$ cat config.mk
export PLATFORM = sky130hd
export DESIGN_NAME = cd_alarm
export DESIGN_NICKNAME = d
export VERILOG_FILES = /design/src/rtl/alarm_pkg.sv /design/src/rtl/cd_countdown.sv /design/src/rtl/cd_pending.sv /design/src/rtl/cd_regs.sv /design/src/rtl/cd_alarm.sv
export SDC_FILE = /design/constraint.sdc
export NUM_CORES = 1
export LEC_CHECK = 0
export ABC_AREA = 1
export BUFFER_PORTS_ARGS = -buffer_cell sky130_fd_sc_hd__buf_2
export CAP_MARGIN = 10
export CORE_ASPECT_RATIO = 1.75
export CORE_MARGIN = 2
export CORE_UTILIZATION = 51
export DETAILED_ROUTE_END_ITERATION = 6
export HOLD_SLACK_MARGIN = 0.06
export PLACE_DENSITY = 0.82
export SKIP_CTS_REPAIR_TIMING = 1
export SLEW_MARGIN = 20
export SYNTH_ARGS = -nofsm -noshare
export SYNTH_HDL_FRONTEND = slang
export SYNTH_SLANG_ARGS = --single-unit
$ cat constraint.sdc
create_clock -name clk -period 1.8 [get_ports clk]
set_clock_uncertainty 0.2 [all_clocks]
set_input_delay 0.18 -clock clk [delete_from_list [all_inputs] [get_ports clk]]
set_output_delay 0.18 -clock clk [all_outputs]
set_load 0.01 [all_outputs]
$ cat src/rtl/alarm_pkg.sv
package alarm_pkg;

    localparam int DATA_W = 32;
    localparam int ADDR_W = 4;
    localparam int NUM_CH = 2;
    localparam int CH_CNT  = 0;
    localparam int CH_WALL = 1;

    typedef enum logic [ADDR_W-1:0] {
        A_LOAD     = 4'd0,
        A_REMAIN   = 4'd1,
        A_RUN      = 4'd2,
        A_IEN      = 4'd3,
        A_PEND     = 4'd4,
        A_WAKE     = 4'd5,
        A_WALL_RUN = 4'd6,
        A_WALL_IEN = 4'd7,
        A_WALL_PND = 4'd8
    } reg_sel_e;

    typedef struct packed {
        logic run;
        logic ien;
        logic wake_en;
        logic wall_run;
        logic wall_ien;
    } ctrl_t;

    typedef struct packed {
        logic              load;
        logic [DATA_W-1:0] value;
    } load_req_t;

    function automatic logic is_hit(input logic wr, input logic [ADDR_W-1:0] addr,
                                    input reg_sel_e sel);
        return wr && (addr == sel);
    endfunction

    function automatic logic [DATA_W-1:0] flag_word(input logic b);
        return {{(DATA_W-1){1'b0}}, b};
    endfunction

endpackage

$ cat src/rtl/cd_countdown.sv
module cd_countdown
    import alarm_pkg::*;
#(
    parameter int W = DATA_W
) (
    input  logic         clk,
    input  logic         rst,
    input  logic         tick_i,
    input  logic         run_i,
    input  logic         ld_i,
    input  logic [W-1:0] ld_val_i,
    output logic [W-1:0] cnt_o,
    output logic         expire_o
);

    localparam logic [W-1:0] ONE = W'(1);

    logic [W-1:0] cnt_q;
    logic         step;

    assign step     = tick_i && run_i && (cnt_q != '0);
    assign expire_o = step && (cnt_q == ONE) && !ld_i;
    assign cnt_o    = cnt_q;

    always_ff @(posedge clk) begin
        if (rst) begin
            cnt_q <= '0;
        end else if (ld_i) begin
            cnt_q <= ld_val_i;
        end else if (step) begin
            cnt_q <= cnt_q - ONE;
        end
    end


    tick_dec_chk: assert property (@(posedge clk) disable iff (rst)
        (tick_i && run_i && !ld_i && cnt_q != '0) |=> (cnt_q == $past(cnt_q) - ONE));


    idle_hold_chk: assert property (@(posedge clk) disable iff (rst)
        (!ld_i && !(tick_i && run_i)) |=> $stable(cnt_q));


    zero_stop_chk: assert property (@(posedge clk) disable iff (rst)
        (cnt_q == '0 && !ld_i) |=> (cnt_q == '0));

endmodule

$ cat src/rtl/cd_pending.sv
module cd_pending (
    input  logic clk,
    input  logic rst,
    input  logic set_i,
    input  logic clr_i,
    output logic pend_o
);

    logic pend_q;

    always_ff @(posedge clk) begin
        if (rst) begin
            pend_q <= 1'b0;
        end else if (set_i) begin
            pend_q <= 1'b1;
        end else if (clr_i) begin
            pend_q <= 1'b0;
        end
    end

    assign pend_o = pend_q;


    w1c_chk: assert property (@(posedge clk) disable iff (rst)
        (clr_i && !set_i) |=> !pend_q);


    set_first_chk: assert property (@(posedge clk) disable iff (rst)
        set_i |=> pend_q);


    hold_chk: assert property (@(posedge clk) disable iff (rst)
        (!set_i && !clr_i) |=> $stable(pend_q));

endmodule

$ cat src/rtl/cd_regs.sv
module cd_regs
    import alarm_pkg::*;
(
    input  logic              clk,
    input  logic              rst,
    input  logic              reg_wr,
    input  logic [ADDR_W-1:0] reg_addr,
    input  logic [DATA_W-1:0] reg_wdata,
    input  logic [DATA_W-1:0] remain_i,
    input  logic [NUM_CH-1:0] pend_i,
    output logic [DATA_W-1:0] reg_rdata,
    output ctrl_t             ctrl_o,
    output load_req_t         load_o,
    output logic [NUM_CH-1:0] clr_o
);

    logic [DATA_W-1:0] last_load_q;
    ctrl_t             ctrl_q;

    assign load_o.load  = is_hit(reg_wr, reg_addr, A_LOAD);
    assign load_o.value = reg_wdata;

    assign clr_o[CH_CNT]  = is_hit(reg_wr, reg_addr, A_PEND) && reg_wdata[0];
    assign clr_o[CH_WALL] = is_hit(reg_wr, reg_addr, A_WALL_PND) && reg_wdata[0];

    always_ff @(posedge clk) begin
        if (rst) begin
            last_load_q <= '0;
            ctrl_q      <= '0;
        end else if (reg_wr) begin
            case (reg_addr)
                A_LOAD:     last_load_q     <= reg_wdata;
                A_RUN:      ctrl_q.run      <= reg_wdata[0];
                A_IEN:      ctrl_q.ien      <= reg_wdata[0];
                A_WAKE:     ctrl_q.wake_en  <= reg_wdata[0];
                A_WALL_RUN: ctrl_q.wall_run <= reg_wdata[0];
                A_WALL_IEN: ctrl_q.wall_ien <= reg_wdata[0];
                default:    ;
            endcase
        end
    end

    assign ctrl_o = ctrl_q;

    always_comb begin
        case (reg_addr)
            A_LOAD:     reg_rdata = last_load_q;
            A_REMAIN:   reg_rdata = remain_i;
            A_RUN:      reg_rdata = flag_word(ctrl_q.run);
            A_IEN:      reg_rdata = flag_word(ctrl_q.ien);
            A_PEND:     reg_rdata = flag_word(pend_i[CH_CNT]);
            A_WAKE:     reg_rdata = flag_word(ctrl_q.wake_en);
            A_WALL_RUN: reg_rdata = flag_word(ctrl_q.wall_run);
            A_WALL_IEN: reg_rdata = flag_word(ctrl_q.wall_ien);
            A_WALL_PND: reg_rdata = flag_word(pend_i[CH_WALL]);
            default:    reg_rdata = '0;
        endcase
    end


    load_echo_chk: assert property (@(posedge clk) disable iff (rst)
        is_hit(reg_wr, reg_addr, A_LOAD) |=> (last_load_q == $past(reg_wdata)));

endmodule

$ cat src/rtl/cd_alarm.sv
module cd_alarm
    import alarm_pkg::*;
(
    input  logic              clk,
    input  logic              rst,
    input  logic              tick,
    input  logic              wall_match,
    input  logic              reg_wr,
    input  logic [ADDR_W-1:0] reg_addr,
    input  logic [DATA_W-1:0] reg_wdata,
    output logic [DATA_W-1:0] reg_rdata,
    output logic              cnt_irq,
    output logic              cnt_wake,
    output logic              wall_irq
);

    ctrl_t             ctrl;
    load_req_t         load_req;
    logic [DATA_W-1:0] remain;
    logic              expire;
    logic [NUM_CH-1:0] set_v;
    logic [NUM_CH-1:0] clr_v;
    logic [NUM_CH-1:0] pend_v;

    cd_regs u_regs (
        .clk       (clk),
        .rst       (rst),
        .reg_wr    (reg_wr),
        .reg_addr  (reg_addr),
        .reg_wdata (reg_wdata),
        .remain_i  (remain),
        .pend_i    (pend_v),
        .reg_rdata (reg_rdata),
        .ctrl_o    (ctrl),
        .load_o    (load_req),
        .clr_o     (clr_v)
    );

    cd_countdown #(.W(DATA_W)) u_count (
        .clk      (clk),
        .rst      (rst),
        .tick_i   (tick),
        .run_i    (ctrl.run),
        .ld_i     (load_req.load),
        .ld_val_i (load_req.value),
        .cnt_o    (remain),
        .expire_o (expire)
    );

    assign set_v[CH_CNT]  = expire;
    assign set_v[CH_WALL] = wall_match && ctrl.wall_run;

    for (genvar g = 0; g < NUM_CH; g++) begin : g_pend
        cd_pending u_pend (
            .clk    (clk),
            .rst    (rst),
            .set_i  (set_v[g]),
            .clr_i  (clr_v[g]),
            .pend_o (pend_v[g])
        );
    end

    assign cnt_irq  = pend_v[CH_CNT] && ctrl.ien;
    assign cnt_wake = pend_v[CH_CNT] && ctrl.wake_en;
    assign wall_irq = pend_v[CH_WALL] && ctrl.wall_ien;


    fire_at_zero_chk: assert property (@(posedge clk) disable iff (rst)
        $rose(pend_v[CH_CNT]) |-> (remain == '0 || $past(load_req.load)));


    wall_gate_chk: assert property (@(posedge clk) disable iff (rst)
        $rose(pend_v[CH_WALL]) |-> $past(ctrl.wall_run));

endmodule

==> results.ini, run 1 <==
[sta]
report.final.hold_viol_count=0
fmaxAchievable_mhz=526
setup_violations=25
maxSlewHeadroom=0.651
finalCritPeriodShare=1.06
slew_viol_final=0
rsz0062_at_grt=yes
tightest_slew_ns=0.524
layout_setup_ws_ns=-0.0997
setup_tns_ns=-1.07
fin_crit_ns=1.90

[yosys]
ys.flop_type=dfxtp_1
synth_cells=739
syn_area_per_cell_um2=5.95
synth_top_cell_area_share=0.323
synth_edf_count=0
synth_cell_types=30
yosys.area.top_type=dfxtp_1
syn_area_um2=4400
ys_seq_area_frac=0.323
ys_async_sr_fraction=0
syn_nets=782
ys_seq_elements=71
ys_top_cells_by_count=240 x nand2_1, 132 x nor2_1, 71 x dfxtp_1
ys_warn_count=0
synth_area_leaders=dfxtp_1 32%, nand2_1 20%, nor2_1 11%
yosys.cell_count.top_type=nand2_1

[route]
drt-total-wl_mm=16.5
wl_per_cell_um=16.0
num_vias=5839
avgViaCountPerCell=5.64
route.detailed.drc=0
dr.max_layer_used=met4
wl_met2_mm=8.59
first_iter_violations=564
routed-wl-met3_mm=1.07
drt_first_pass_iters=5
drtAntennaViolNets=0
routedLengthMet1_mm=5.80

[place]
port_buffers=75
post-dp-hpwl_mm=10.2
numPlacedInstances=968
gp_congestion=0.948

[clock_tree]
cts_tree=done
clock_path_buffers=2
h-tree-depth=3
cts_buffers=9
clkSinkCount=71
clkLatencyLatePin_ns=0.34
clkTransAtPathRegs_ns=0.06
cts_root_buffer=clkbuf_16

[floorplanning]
die_x_um=74.2
core-area_um2=8310
initial_core_util=0.529
rows=44
ios=76
fp.dieH_um=127
dieArea_um2=9410

[critical_path]
critPathArrivalTime_ns=1.94
required_ns=1.84
rrSetupSlack_ns=-0.1
reg2reg_depth=12
r2r-end=u_count.cnt_o[22]
critPathKind=flop to flop
regToRegStartpoint=u_count.cnt_o[4]
critical_path.max_fanout=5
startpoint_type=flop
end_kind=flop

[power]
power_density_nw_per_um2=788
p_leak_nw=3.14
ir_worst_vdd_uv=878

[layout]
layout-drive-gt1-share=0.308
antennaDiodeCount=0
area_growth_pct=48.1
final_cells=1036
num-nets-final=959

[hold_path]
hold_end=u_regs.ctrl_o[1]
hold_path_class=primary input to flop
hp-start=reg_addr[0]
min_path_cells=4

[status]
violations=setup timing
status=finished, violations left

[grt]
grt-ovfl-total=0
grt_usage=0.308
grt_pass1_vias=5161
grt_first_pass_wirelength_mm=22.8
antenna_found_initial=0
grt_start_max_net_pins=37

[job]
max-cap-violations=0

-- power breakdown --
part	internal, W	switching (W)	total (W)	leakage [nW]
combinational	0.000629	0.000904	0.00153	2.40
sequential	0.00161	0.0000391	0.00165	0.577
clock	0.00125	0.000703	0.00195	0.162
total	0.00349	0.00165	0.00513	3.14
-- metrics by stage --
| step | util | power [W] | instance area [µm²] | hold slack, ns | setup slack, ns |
|---|---|---|---|---|---|
| detailed placement | 0.636 | 0.00286 | 5290 | 0.255 | -0.234 |
| floorplan | - | 0.00244 | 4410 | 0.127 | 0.00812 |
| CTS | 0.675 | 0.00479 | 5610 | -0.0976 | -0.252 |
| global route | 0.783 | 0.00533 | 6510 | 0.0989 | -0.261 |
| global placement | 0.636 | 0.00281 | 5290 | 0.248 | -0.130 |
| finish | 0.783 | 0.00513 | 6510 | 0.0638 | -0.0997 |
-- final cells by class --
class	instances	area (µm²)
timing repair buffer	194	1470
fill	550	1800
clock buffer	10	239
multi-input combinational	577	2900
tap	115	144
sequential	71	1430
inverter	63	241
clock inverter	6	83.8
-- logic make-up (layout without fill, tap and decap cells) --
family                     after synthesis  count (layout)  synth area share
and+or+nand+nor                        447             450             0.423
xor gates and xnor gates                 2               2           0.00399
DFF                                     71              71             0.323
adders and majority gates                2               2           0.00569
buffers and inverters                   94             273            0.0976
AOI/OAI and AO/OA                      123             123             0.146
-- flip-flops by register name, summed over array words and instances, names as in the netlist --
name	cells
u_count.cnt_o	32
u_regs.ctrl_o	5
g_pend.u_pend.pend_o	2
u_regs.last_load_q	32
-- how the worst max path moves through the flow --
stage	startpoint	end	slack, ns	depth (start not counted)
final	u_count.cnt_o[4]	u_count.cnt_o[22]	-0.1	12
after global routing	u_count.cnt_o[17]	u_count.cnt_o[31]	-0.26	10
after CTS	u_count.cnt_o[1]	u_count.cnt_o[26]	-0.25	11
after detailed placement	u_count.cnt_o[1]	u_count.cnt_o[26]	-0.23	11
after global placement	u_count.cnt_o[1]	u_count.cnt_o[26]	-0.13	11
after floorplan	u_count.cnt_o[1]	u_count.cnt_o[29]	0.008	12
-- cell usage in the layout, fill, tap and decap left out, types with 2 or more instances in the layout --
cell             n
nand4_1         13
buf_12           5
buf_4           72
nand2_8          3
nor3_1           3
xor2_1           2
clkinv_2         3
buf_2           75
o21ai_0         48
dfxtp_1         65
nand2_1        215
nand2_4          7
dlygate4sd3_1   34
nand2_2         25
nand3_1         29
a21oi_1         49
nor2_1         102
o21ai_2         10
nor2_4          13
o21ai_1         11
nor3_2           2
dfxtp_2          5
inv_1           60
inv_4            2
buf_6            6
bufinv_16        2
nor2_2          33
clkbuf_16       11
-- worst max-delay path, stage by stage, from the launching register on --
cell and delay (ns):
dfxtp_1 0.35, nor2_2 0.14, nand2_2 0.13, nor2_8 0.15, nand2_4 0.08, nor2_4 0.10
nor2_4 0.06, nor2_4 0.12, buf_12 0.14, buf_12 0.13, nand2_1 0.07, nand2_1 0.08
nor2_2 0.05
-- per-layer routing --
| metal | vias to the layer above | track usage |
|---|---|---|
| li1 | 2704 | - |
| met2 | 332 | 0.559 |
| met4 | 0 | 0.159 |
| met1 | 2702 | 0.328 |
| met3 | 101 | 0.0469 |
| met5 | - | 0 |
Note: power is estimated with default switching activity, not from simulation.
==> run 2: changes to the inputs <==
- MAX_ROUTING_LAYER: default -> met4
==> run 2 against run 1 <==
Against the previous run: design area shrank 0.44%; routed wire length grew 0.82%; critical path depth down 2; non-clock buffer count increased by 2; flip-flop and latch count is the same; the run still ends with setup timing left; clock power is 15% lower; global-route usage shrank 0.66 points; power down 6.2%; largest power group unchanged; fmax shrank 4.9%; via count about the same; hold slack lost 0.038 ns; count of clock-buffer cells in the layout grew 2; largest cell class unchanged.
==> results.ini, run 2 (same netlist as run 1, synthesis figures left out) <==
[layout]
final_core_utilization=0.780  ; was 0.783
layout-drive-gt1-share=0.298  ; was 0.308
final_common_cell=nand2_1  ; unchanged
n_fill_cell=571  ; was 550
num-nets-final=961  ; was 959
antennaDiodeCount=0  ; unchanged
area_growth_pct=47.4  ; was 48.1%
final_cell_mix=212 x nand2_1, 111 x nor2_1, 75 x buf_2, 73 x buf_4, 66 x dfxtp_1  ; was 215 x nand2_1, 102 x nor2_1, 75 x buf_2, 72 x buf_4, 65 x dfxtp_1

[route]
wl_per_cell_um=16.1  ; was 16.0 µm
drtAntennaViolNets=0  ; unchanged
avgViaCountPerCell=5.62  ; was 5.64
drt-total-wl_mm=16.7  ; was 16.5 mm
num_vias=5838  ; was 5839
route.detailed.drc=0  ; unchanged
first_iter_violations=553  ; was 564
drt_first_pass_iters=6  ; was 5

[grt]
grt_first_pass_wirelength_mm=21.5  ; was 22.8 mm
grt_usage=0.301  ; was 0.308
grt_start_max_net_pins=60  ; was 37
grt-ovfl-total=0  ; unchanged
antenna_found_initial=0  ; unchanged
grt_pass1_vias=4948  ; was 5161

[clock_tree]
clock_path_buffers=2  ; unchanged
clkLatencyLatePin_ns=0.34  ; about the same
cts_tree=done  ; unchanged
clkTransAtPathRegs_ns=0.06  ; about the same
cts_root_buffer=clkbuf_16  ; unchanged
h-tree-depth=3  ; unchanged
cts_buffers=9  ; unchanged
clkSinkCount=71  ; unchanged

[floorplanning]
rows=44  ; unchanged
ios=76  ; unchanged
fp.dieH_um=127  ; unchanged
die_x_um=74.2  ; unchanged
initial_core_util=0.529  ; unchanged
core-area_um2=8310  ; unchanged
dieArea_um2=9410  ; unchanged

[sta]
slew_viol_final=0  ; unchanged
fmaxAchievable_mhz=501  ; was 526 MHz
finalCritPeriodShare=1.11  ; was 1.06
setup_violations=32  ; was 25
maxSlewHeadroom=0.666  ; was 0.651
tightest_slew_ns=0.501  ; was 0.524 ns
report.final.hold_viol_count=0  ; unchanged
layout_setup_ws_ns=-0.197  ; was -0.0997 ns
fin_crit_ns=2.00  ; was 1.90 ns
rsz0062_at_grt=yes  ; unchanged

[status]
violations=setup timing  ; unchanged
status=finished, violations left  ; unchanged

[critical_path]
critPathKind=flop to flop  ; unchanged
startpoint_type=flop  ; unchanged
end_kind=flop  ; unchanged
required_ns=1.83  ; was 1.84 ns
critical_path.max_fanout=8  ; was 5
critPathArrivalTime_ns=2.02  ; was 1.94 ns
r2r-end=u_count.cnt_o[2]  ; was u_count.cnt_o[22]
regToRegStartpoint=u_count.cnt_o[2]  ; was u_count.cnt_o[4]
reg2reg_depth=10  ; was 12
rrSetupSlack_ns=-0.20  ; was -0.1 ns

[hold_path]
hold_end=u_regs.ctrl_o[4]  ; was u_regs.ctrl_o[1]
hp-start=reg_addr[1]  ; was reg_addr[0]
hold_path_class=primary input to flop  ; unchanged
min_path_cells=3  ; was 4

[place]
gp_congestion=0.981  ; was 0.948
port_buffers=75  ; unchanged
post-dp-hpwl_mm=10.1  ; was 10.2 mm

[power]
total_power_w=0.00482  ; was 0.00513 W
p_leak_nw=3.13  ; was 3.14 nW
ir_worst_vdd_uv=754  ; was 878 µV
power_density_nw_per_um2=743  ; was 788 nW/µm²

[job]
max-cap-violations=0  ; unchanged

==> run 2: layout make-up <==
| type | count | area [µm²] | share of cell area |
|---|---|---|---|
| clock buffer | 12 | 256 | 0.0396 |
| clock inverter | 4 | 20.0 | 0.00309 |
| inverter | 63 | 239 | 0.0369 |
| multi-input combinational | 577 | 2890 | 0.446 |
| sequential | 71 | 1430 | 0.221 |
| tap | 115 | 144 | 0.0222 |
| timing repair buffer | 196 | 1500 | 0.231 |
==> run 2: how the worst max path moves through the flow <==
stage | cells after the start | endpoint | from | slack (ns)
5_1_grt | 11 | u_count.cnt_o[1] | u_count.cnt_o[0] | -0.28
6_report | 10 | u_count.cnt_o[2] | u_count.cnt_o[2] | -0.20
4_1_cts | 11 | u_count.cnt_o[26] | u_count.cnt_o[1] | -0.21
2_1_floorplan | 12 | u_count.cnt_o[29] | u_count.cnt_o[1] | 0.008
3_3_place_gp | 11 | u_count.cnt_o[26] | u_count.cnt_o[1] | -0.13
3_5_place_dp | 11 | u_count.cnt_o[26] | u_count.cnt_o[1] | -0.20
==> run 2: layer usage <==
layer / share of wire / vias up / global-route usage
li1: - / 2708 / -
met1: 0.34 / 2667 / 0.298
met2: 0.52 / 359 / 0.546
met3: 0.072 / 104 / 0.0485
met4: 0.065 / 0 / 0.151
met5: 0 / - / -
==> run 2: stage by stage <==
| step | cells | area, µm² | hold WS [ns] | setup slack (ns) | TNS [ns] |
|---|---|---|---|---|---|
| after CTS | 980 | 5540 | -0.0853 | -0.211 | -3.10 |
| after floorplan | 739 | 4410 | 0.127 | 0.00812 | 0 |
| final | 1038 | 6480 | 0.0262 | -0.197 | -4.47 |
| after global routing | 1038 | 6480 | 0.0677 | -0.283 | -7.17 |
| after detailed placement | 964 | 5260 | 0.256 | -0.198 | -2.69 |
| after global placement | 964 | 5260 | 0.248 | -0.126 | -1.01 |
==> run 2: critical path: stages, from the launching register on <==
cell and delay (ns):
dfxtp_1 0.36, nor2_2 0.23, nand2_4 0.11, nor2_8 0.13
nand2_4 0.07, buf_6 0.12, o21ai_4 0.16, buf_12 0.16
nand2_8 0.10, o21ai_1 0.16, nor2_1 0.07
==> run 2: power by group <==
part | switching, W | internal, W | total [W]
Combinational | 0.000883 | 0.000618 | 0.00150
Clock | 0.000666 | 0.000997 | 0.00166
Sequential | 0.0000396 | 0.00161 | 0.00165
